<file path="src/rtl/uart_irq_pkg.sv">
package uart_irq_pkg;
   localparam int NB    = 11;
   localparam int NGRP  = 5;
   typedef logic [NB-1:0] ivec_t;

   localparam int OFF_DATA   = 0;
   localparam int OFF_MASK   = 1;
   localparam int OFF_RAW    = 2;
   localparam int OFF_MASKED = 3;
   localparam int OFF_CLEAR  = 4;

   localparam ivec_t GRP_RX  = 11'h010;
   localparam ivec_t GRP_TX  = 11'h020;
   localparam ivec_t GRP_RT  = 11'h040;
   localparam ivec_t GRP_MS  = 11'h00F;
   localparam ivec_t GRP_ERR = 11'h780;

   // routing order of the per-group outputs
   localparam ivec_t GRP_MASK [0:NGRP-1] = '{GRP_RX, GRP_TX, GRP_RT, GRP_MS, GRP_ERR};
endpackage

</file>
<file path="src/rtl/uic_mask_reg.sv">
module uic_mask_reg
   import uart_irq_pkg::*;
(
   input  logic  clk,
   input  logic  rst_n,
   input  logic  load,
   input  ivec_t din,
   output ivec_t mask
);
   always_ff @(posedge clk or negedge rst_n) begin
      if (!rst_n)    mask <= '0;
      else if (load) mask <= din;
   end
endmodule

</file>
<file path="src/rtl/uic_raw_status.sv">
module uic_raw_status
   import uart_irq_pkg::*;
(
   input  logic  clk,
   input  logic  rst_n,
   input  ivec_t set_vec,
   input  ivec_t clr_vec,
   output ivec_t raw
);
   // a set arriving with a clear on the same bit wins
   always_ff @(posedge clk or negedge rst_n) begin
      if (!rst_n) raw <= '0;
      else        raw <= (raw & ~clr_vec) | set_vec;
   end
endmodule

</file>
<file path="src/rtl/uic_route.sv">
module uic_route
   import uart_irq_pkg::*;
(
   input  logic            clk,
   input  logic            rst_n,
   input  ivec_t           masked,
   output logic [NGRP-1:0] irq_grp,
   output logic            irq_all
);
   for (genvar g = 0; g < NGRP; g++) begin : g_line
      always_ff @(posedge clk or negedge rst_n) begin
         if (!rst_n) irq_grp[g] <= 1'b0;
         else        irq_grp[g] <= |(masked & GRP_MASK[g]);
      end
   end

   always_ff @(posedge clk or negedge rst_n) begin
      if (!rst_n) irq_all <= 1'b0;
      else        irq_all <= |masked;
   end
endmodule

</file>
<file path="src/rtl/uart_irq_ctrl.sv">
module uart_irq_ctrl
   import uart_irq_pkg::*;
#(
   parameter int ADDR_W = 4,
   parameter int DATA_W = 32
)(
   input  logic              clk,
   input  logic              rst_n,
   input  logic              reg_wr,
   input  logic [ADDR_W-1:0] reg_addr,
   input  logic [DATA_W-1:0] reg_wdata,
   output logic [DATA_W-1:0] reg_rdata,
   input  logic [3:0]        ev_ms,
   input  logic              ev_rx,
   input  logic              ev_tx,
   input  logic              ev_rt,
   input  logic [3:0]        ev_err,
   output logic              irq_comb,
   output logic              irq_rx,
   output logic              irq_tx,
   output logic              irq_rt,
   output logic              irq_ms,
   output logic              irq_err
);
   if (DATA_W < NB) begin : g_bad_data_w
      $error("DATA_W must hold the status vector");
   end
   if (ADDR_W < 3) begin : g_bad_addr_w
      $error("ADDR_W must reach offset 4");
   end

   logic  hit_data, hit_mask, hit_raw, hit_masked, hit_clear;
   ivec_t raw_q, mask_q, masked, set_vec, clr_vec;
   logic [NGRP-1:0] grp_q;
   logic  unused_wdata;

   assign hit_data   = reg_addr == ADDR_W'(OFF_DATA);
   assign hit_mask   = reg_addr == ADDR_W'(OFF_MASK);
   assign hit_raw    = reg_addr == ADDR_W'(OFF_RAW);
   assign hit_masked = reg_addr == ADDR_W'(OFF_MASKED);
   assign hit_clear  = reg_addr == ADDR_W'(OFF_CLEAR);

   assign unused_wdata = ^reg_wdata[DATA_W-1:NB];

   assign set_vec = {ev_err, ev_rt, ev_tx | (reg_wr & hit_data), ev_rx, ev_ms};
   assign clr_vec = (reg_wr && hit_clear) ? reg_wdata[NB-1:0] : '0;
   assign masked  = raw_q & mask_q;

   uic_mask_reg u_mask (
      .clk (clk), .rst_n (rst_n),
      .load (reg_wr & hit_mask), .din (reg_wdata[NB-1:0]),
      .mask (mask_q)
   );

   uic_raw_status u_raw (
      .clk (clk), .rst_n (rst_n),
      .set_vec (set_vec), .clr_vec (clr_vec),
      .raw (raw_q)
   );

   uic_route u_route (
      .clk (clk), .rst_n (rst_n),
      .masked (masked), .irq_grp (grp_q), .irq_all (irq_comb)
   );

   assign irq_rx  = grp_q[0];
   assign irq_tx  = grp_q[1];
   assign irq_rt  = grp_q[2];
   assign irq_ms  = grp_q[3];
   assign irq_err = grp_q[4];

   always_comb begin
      reg_rdata = '0;
      if (hit_mask)        reg_rdata = DATA_W'(mask_q);
      else if (hit_raw)    reg_rdata = DATA_W'(raw_q);
      else if (hit_masked) reg_rdata = DATA_W'(masked);
   end
endmodule

</file>
<file path="config.mk">
export PLATFORM = sky130hd
export DESIGN_NAME = uart_irq_ctrl
export DESIGN_NICKNAME = d
export VERILOG_FILES = /design/src/rtl/uart_irq_pkg.sv /design/src/rtl/uic_mask_reg.sv /design/src/rtl/uic_raw_status.sv /design/src/rtl/uic_route.sv /design/src/rtl/uart_irq_ctrl.sv
export SDC_FILE = /design/constraint.sdc
export NUM_CORES = 1
export LEC_CHECK = 0
export BUFFER_PORTS_ARGS = -buffer_cell sky130_fd_sc_hd__clkbuf_2
export CAP_MARGIN = 10
export CORE_MARGIN = 3
export CORE_UTILIZATION = 39
export CTS_CLUSTER_SIZE = 30
export DETAILED_ROUTE_END_ITERATION = 8
export PLACE_DENSITY = 0.75
export SLEW_MARGIN = 40
export SYNTH_ARGS = -nofsm -noshare
export SYNTH_HDL_FRONTEND = slang
export SYNTH_SLANG_ARGS = --single-unit
</file>
<file path="constraint.sdc">
create_clock -name clk -period 1.35 [get_ports clk]
set_input_delay 0.135 -clock clk [delete_from_list [all_inputs] [get_ports clk]]
set_output_delay 0.135 -clock clk [all_outputs]
set_load 0.005 [all_outputs]
</file>
[After elaboration in Yosys (flattened, before gate mapping)]
Index checks and enable logic that the tools add are counted.
Operators by class
  reductions and logical operators: 5
  muxes and demuxes: 4
  bitwise operators: 7
  eq/ne operators: 4
Operators by type and width (number)
  $mux W11: 4
  $and A11 B11 Y11: 2
  $not A11 Y11: 1
  $or A11 B11 Y11: 1
  $reduce_or A11 Y1: 1
  $eq A4 B2 Y1 const B: 2
  $reduce_or A4 Y1: 2
  $eq A4 B1 Y1 const B: 1
  $eq A4 B3 Y1 const B: 1
  $logic_not A4 Y1: 1
  $and A1 B1 Y1: 2
  $logic_and A1 B1 Y1: 1
  $or A1 B1 Y1: 1
Storage, ports and cells
  logic and storage cells: 28
  bits in registers: 28
  output and inout port bits: 38
  input port bits: 50

[Depth between registers and ports, before layout]
Gate-level depths: netlist of run 1.
  word-level depth: 6
  gate-level depth with buffers: 4
  mapped depth without buffers: 3

[By module]
Synthesis of run 1 repeated with hierarchy kept, for this count alone.
Second synthesis, totals
  cells, all modules: 167
  area total of the unflattened synthesis: 1760.4 µm²
By module, submodules not included
  uart_irq_ctrl: times used 1, cells an instance 101, seq. area each 0.0 µm², area an instance 728.2 µm²
  uic_mask_reg: times used 1, cells an instance 23, seq. area each 275.3 µm², area an instance 447.9 µm²
  uic_raw_status: times used 1, cells an instance 33, seq. area each 275.3 µm², area an instance 399.1 µm²
  uic_route: times used 1, cells an instance 10, seq. area each 150.1 µm², area an instance 185.2 µm²

[Worst setup path after synthesis of run 1]
OpenSTA, ideal clock, no wires.
  path type: reg-to-reg
  from: register u_raw.raw[6]
  to: register u_route.irq_all
  setup time: 0.139 ns
  buffers on the path: 0
  path slack: 0.046 ns
  data required time: 1.211 ns
  clock period less this slack: 1.304 ns
  data arrival time: 1.165 ns
  cell stages (with the launch flop): 4
  cell sequence: dfrtp_1 -> and2_1 -> or2_2 -> or4_1
Between the ends
  word-level cells in the longest chain between the ends: 2
Ends and longest elaborated chain
  start: declaration: line uic_raw_status.sv:8  | output ivec_t raw
  start signal: assignment: line uic_raw_status.sv:13  | else raw <= (raw & ~clr_vec) | set_vec;
  $and A11 B11 Y11: line uart_irq_ctrl.sv:47  | assign masked = raw_q & mask_q;
  via masked[6]: line uart_irq_ctrl.sv:33  | ivec_t raw_q, mask_q, masked, set_vec, clr_vec;
  $reduce_or A11 Y1: line uic_route.sv:19  | else irq_all <= |masked;
  end signal: assignment: line uic_route.sv:19
  end: declaration: line uic_route.sv:8  | output logic irq_all
The timed path passes the listed nets, and every way through them passes these cells.
A chain may end at the register's enable or synchronous reset.

[Worst setup path in the final report of run 1]
  from: register u_mask.mask[1]
  to: register u_route.irq_all
Between the ends
  word-level cells in the longest chain between the ends: 2
Ends and longest elaborated chain
  start: declaration: line uic_mask_reg.sv:8  | output ivec_t mask
  start signal: assignment: line uic_mask_reg.sv:12  | else if (load) mask <= din;
  $and A11 B11 Y11: line uart_irq_ctrl.sv:47
  $reduce_or A11 Y1: line uic_route.sv:19
No other way between the ends.

==> results of run 1 <==
-- final cells by class --
cell class	count	area share
inverter	24	0.0499
sequential	28	0.378
clock buffer	3	0.0223
tap	46	0.0310
multi-input combinational	88	0.348
timing repair buffer	56	0.171
-- power by group --
part           leakage [nW]  internal, W  switching, W  total [W]
Combinational         0.670     0.000235      0.000232   0.000466
Sequential            0.296     0.000955     0.0000602    0.00102
Clock                0.0216     0.000200      0.000233   0.000433
Total                 0.987      0.00139      0.000524    0.00191
-- metal layers --
| layer | vias to the layer above | global-route usage | routed length [µm] |
|---|---|---|---|
| met5 | - | 0 | 0 |
| met4 | 0 | 0.0481 | 44 |
| met3 | 6 | 0.0499 | 287 |
| met2 | 49 | 0.236 | 1450 |
| met1 | 513 | 0.178 | 1260 |
| li1 | 552 | - | - |
-- worst max-delay path: stages, from the launching register on --
cell and delay, ps:
dfrtp_1 410, a22oi_2 190, o221ai_2 120, or4_1 500
-- cells in the mapped netlist --
master / instances
mux2_2: 10
o21ai_2: 1
inv_1: 24
or2_2: 1
nand4b_1: 1
a22oi_1: 2
or4_1: 1
mux2i_1: 1
o21ai_1: 8
nand2b_1: 10
buf_4: 21
o21ai_0: 3
and2_1: 2
buf_2: 1
or4b_4: 1
buf_6: 1
conb_1: 1
o221ai_1: 2
clkbuf_1: 4
a221oi_1: 11
nand2_1: 10
o211ai_1: 1
nor2_1: 2
dfrtp_1: 28
-- final timing paths --
| check | start | end | slack [ps] |
|---|---|---|---|
| max reg2reg | u_mask.mask[1] | u_route.irq_all | -6 |
| min in group asynchronous | rst_n | u_mask.mask[2] | 390 |
| min | ev_ms[2] | u_raw.raw[2] | 40 |
| max in group asynchronous | rst_n | u_mask.mask[10] | 710 |
| min reg2reg | u_raw.raw[4] | u_raw.raw[4] | 490 |
| max | u_mask.mask[1] | u_route.irq_all | -6 |
-- metrics by stage --
| step | hold slack (ps) | cell area (µm²) | total power (W) | cells | setup slack [ps] |
|---|---|---|---|---|---|
| floorplan | -161 | 1540 | 0.00128 | 167 | 46.0 |
| global placement | 154 | 1710 | 0.00141 | 241 | -76.1 |
| detailed placement | 153 | 1710 | 0.00142 | 241 | -78.0 |
| CTS | 40.4 | 1810 | 0.00190 | 245 | -7.16 |
| global route | 38.5 | 1860 | 0.00206 | 245 | -48.2 |
| finish | 42.6 | 1860 | 0.00191 | 245 | -6.17 |
-- repair_timing --
action,CTS,global route
buffers inserted,0,0
endpoints found under the hold margin,28,0
gates resized for setup,8,18
pin swaps,2,3
hold buffers,1,0
endpoints found under the setup margin,2,11
-- cell usage in the layout, fill, tap and decap left out --
master,n
clkbuf_2,39
dfrtp_1,28
inv_1,22
conb_1,21
nand2_1,10
nand2b_1,10
a221oi_2,10
mux2_2,10
o21ai_1,8
buf_4,8
buf_2,6
o21ai_0,3
clkbuf_8,3
nor2_1,2
a22oi_2,2
o221ai_2,2
buf_6,2
or4b_4,1
and2_4,1
and2_1,1
a221oi_1,1
inv_4,1
inv_2,1
o21ai_2,1
o211ai_1,1
or2_2,1
or4_1,1
nand4b_1,1
mux2i_1,1
dlygate4sd3_1,1
-- flip-flops by register name, summed over array words and instances, names as in the netlist --
register,flops
u_route.irq_all,1
u_route.irq_grp,5
u_mask.mask,11
u_raw.raw,11
-- cell families (layout without fill, tap and decap cells) --
logic type / after synthesis / in the layout / synth area share
mux: 11 / 11 / 0.0838
buf+inv: 51 / 83 / 0.191
other cells: 1 / 21 / 0.00256
simple gates: 28 / 28 / 0.107
flops: 28 / 28 / 0.479
compound gates: 28 / 28 / 0.137
==> impl_metrics.toml, run 1 <==
[routing]
postRouteAntennaNets = 0
post_drt_via_cell_ratio = 4.57
dr.first_iter.drc_count = 24
drt_wl_total_um = 3050
drc = 0
wl_per_cell_um = 12.4
vias = 1120
drt_pre_antenna_iters = 4

[cells_and_area]
area_growth_pct = 26.9
nets = 251
fill_cells = 334
multiInputGateArea_um2 = 646
ff_latch_area_um2 = 701
drive_gt1_frac = 0.442
antenna_cells = 0
utilization = 0.535

[min_path]
min_path_cells = 2
min_path_type = "primary input to flip-flop"

[cts]
cts_inserted_buffers = 3
clkLatencyLatePin_ps = 270
root_buffer = "clkbuf_8"
cts_tree = "yes"
cts_sinks = 28
clk_pin_slew_ps = 90
clk_path_buf_depth = 2
h-tree-depth = 1

[grt]
overflow = 0
grt_max_degree = 29
grt_antenna_before_repair = 0
grt_pass1_wl_um = 4890
grt_usage = 0.145
first_global_vias = 1077

[timing]
hold_viol_final = 0
rsz0062_at_grt = "true"
setup_viol = 1
finalCritPeriodShare = 1.00
fin_ws_ps = -6.17
max_freq_ghz = 0.737
setup_tns_ps = -6.17
clock_skew_ps = 5.55
timing.final.max_slew_violations = 0
min_period_ps = 1360

[synthesis]
yosys_warnings = 0
yosys-top-cells-area = "dfrtp_1, buf_4, mux2_2, a221oi_1, inv_1"
netlist.area_leader.share = 0.479
synth_top_area_cell = "dfrtp_1"
synth_cell_types = 24
synth_area_um2 = 1460
synth-seq-cells = 28
postSynthAreaPerCell_um2 = 9.95
ys_seq_area_frac = 0.479
synthCells = 147

[floorplan]
core_um2 = 3470
die-area_um2 = 4520
start_util = 0.422
ios = 88
rows = 21
die_y_um = 67.2
fp.dieW_um = 67.2

[critical_path]
crit_fanout = 2
worst_r2r_path_depth = 3
critPathLaunchType = "flip-flop"
worst_ep_required_time_ps = 1490
crit_type = "flip-flop to flip-flop"
critPathArrivalTime_ps = 1500
cp-end-kind = "flip-flop"

[place]
hpwl_um = 2270
gp_congestion = 0.736
port_buffers = 45

[status]
violations = "negative setup slack"
status = "finished with violations"

[flow_run]
drv_cap = 0

[power]
power_density_nw_per_um2 = 1030
leakage_nw = 0.987
peakVddDrop_uv = 613
Note: power is estimated with default switching activity, not from simulation.
==> run 2: changes to the inputs <==
- MAX_ROUTING_LAYER: not set -> met4
==> run 2 against run 1 <==
  * The run still ends with negative setup slack left
  * Worst setup slack improved by 0.72 ps
  * Clock-buffer cell count stayed put
  * Largest power group unchanged
  * Register-to-register slack about the same
  * Power hardly changed
  * Non-clock buffer count is the same
  * Cell area unchanged
  * Critical path type unchanged
  * Flip-flop and latch count unchanged
==> impl_metrics.toml, run 2 (synthesis gave the netlist of run 1 again) <==
[routing]
wl_per_cell_um = 12.4
vias = 1118
post_drt_via_cell_ratio = 4.56
drt_wl_total_um = 3030
drt_pre_antenna_iters = 5
postRouteAntennaNets = 0
drc = 0
dr.first_iter.drc_count = 22

[cells_and_area]
stdcell_count = 245
ff_latch_area_um2 = 701
drive_gt1_frac = 0.442
area_growth_pct = 26.9
nets = 251
multiInputGateArea_um2 = 646
final_common_cell = "clkbuf_2"
fill_cells = 334
reg_top3 = "u_mask.mask x11, u_raw.raw x11, u_route.irq_grp x5"
antenna_cells = 0
final_cell_mix = "clkbuf_2, dfrtp_1, inv_1"

[min_path]
min_path_type = "primary input to flip-flop"

[place]
gp_congestion = 0.745
dp_slack_ps = -78.0
hpwl_um = 2270
port_buffers = 45
placed_cells = 241

[critical_path]
worst_ep_required_time_ps = 1490
critPathLaunchType = "flip-flop"
crit_fanout = 2
crit_type = "flip-flop to flip-flop"
cp-end-kind = "flip-flop"
cp_cell_sequence = "a22oi_2, o221ai_2, or4_1"
critPathMaxStageDelay_ps = 500
critPathArrivalTime_ps = 1500
cp_slowest_cell = "or4_1"

[power]
p_int_w = 0.00139
peakVddDrop_uv = 612
p_switching_w = 0.000525
p_total_w = 0.00192
clkPwrFrac = 0.226
pwr-share-seq = 0.530
leakage_nw = 0.987
pwr-share-comb = 0.244
swShare = 0.274
power_density_nw_per_um2 = 1030

[timing]
clock_skew_ps = 5.03
setup_viol = 1
rsz0062_at_grt = "true"
min_period_ps = 1360
fin_ws_ps = -5.44
timing.final.max_slew_violations = 0
hold_viol_final = 0
max_freq_ghz = 0.738
finalCritPeriodShare = 1.00

[cts]
clkLatencyLatePin_ps = 270
cts_inserted_buffers = 3
h-tree-depth = 1
cts_sinks = 28
clk_pin_slew_ps = 90
root_buffer = "clkbuf_8"
cts_tree = "yes"
clk_path_buf_depth = 2

[floorplan]
ios = 88
die_y_um = 67.2
core_um2 = 3470
start_util = 0.422
fp.dieW_um = 67.2
die-area_um2 = 4520
rows = 21

[grt]
grt_max_degree = 29
grt_antenna_before_repair = 0
grt_pass1_wl_um = 4890
overflow = 0
grt_usage = 0.149
first_global_vias = 1074

[status]
status = "finished with violations"
violations = "negative setup slack"

[flow_run]
drv_cap = 0
-- run 2: through the flow --
step	util	TNS [ps]	hold WS [ps]	area, µm²
global placement	0.492	-76.1	154	1710
detailed placement	0.492	-78.0	153	1710
floorplan	-	0	-161	1540
CTS	0.521	-7.16	40.4	1810
finish	0.535	-5.44	42.7	1860
global route	0.535	-101	38.7	1860
-- run 2: worst paths after layout --
kind,from,endpoint,slack (ps),cells after the start
max,u_mask.mask[1],u_route.irq_all,-5,3
min,ev_ms[2],u_raw.raw[2],40,2
max reg2reg,u_mask.mask[1],u_route.irq_all,-5,3
min reg2reg,u_raw.raw[4],u_raw.raw[4],490,2
max in group asynchronous,rst_n,u_mask.mask[10],710,3
min in group asynchronous,rst_n,u_mask.mask[5],390,3
-- run 2: cell type report --
| class | instances | area share |
|---|---|---|
| Clock buffer | 3 | 0.0223 |
| Inverter | 24 | 0.0499 |
| Multi-Input combinational cell | 88 | 0.348 |
| Sequential cell | 28 | 0.378 |
| Tap cell | 46 | 0.0310 |
| Timing Repair Buffer | 56 | 0.171 |
-- run 2: metal layers --
layer  part of all wire  track usage  vias up
met1               0.43        0.181      511
met5                  0            -        -
li1                   -            -      552
met2               0.47        0.236       49
met3              0.082       0.0466        6
met4              0.015       0.0481        0
-- run 2: timing repair --
item	CTS	global route
buffers inserted	0	0
gates resized for setup	8	18
setup endpoints to repair	2	11
hold buffers	1	0
pin swaps	2	3
hold endpoints to repair	28	0
-- run 2: critical path: cells and delay by family, from the launching register on --
| kind | cells | cell delay, ps |
|---|---|---|
| and+or+nand+nor | 1 | 500 |
| AOI/OAI and AO/OA | 2 | 310 |
| DFF | 1 | 410 |
-- run 2: power by group through the flow --
stage / logic, W / clock network [W] / registers, W
after floorplan: 0.000259 / 0 / 0.00102
after global placement: 0.000389 / 0 / 0.00102
after detailed placement: 0.000399 / 0 / 0.00102
after CTS: 0.000437 / 0.000451 / 0.00101
after global routing: 0.000530 / 0.000496 / 0.00103
final: 0.000467 / 0.000433 / 0.00102
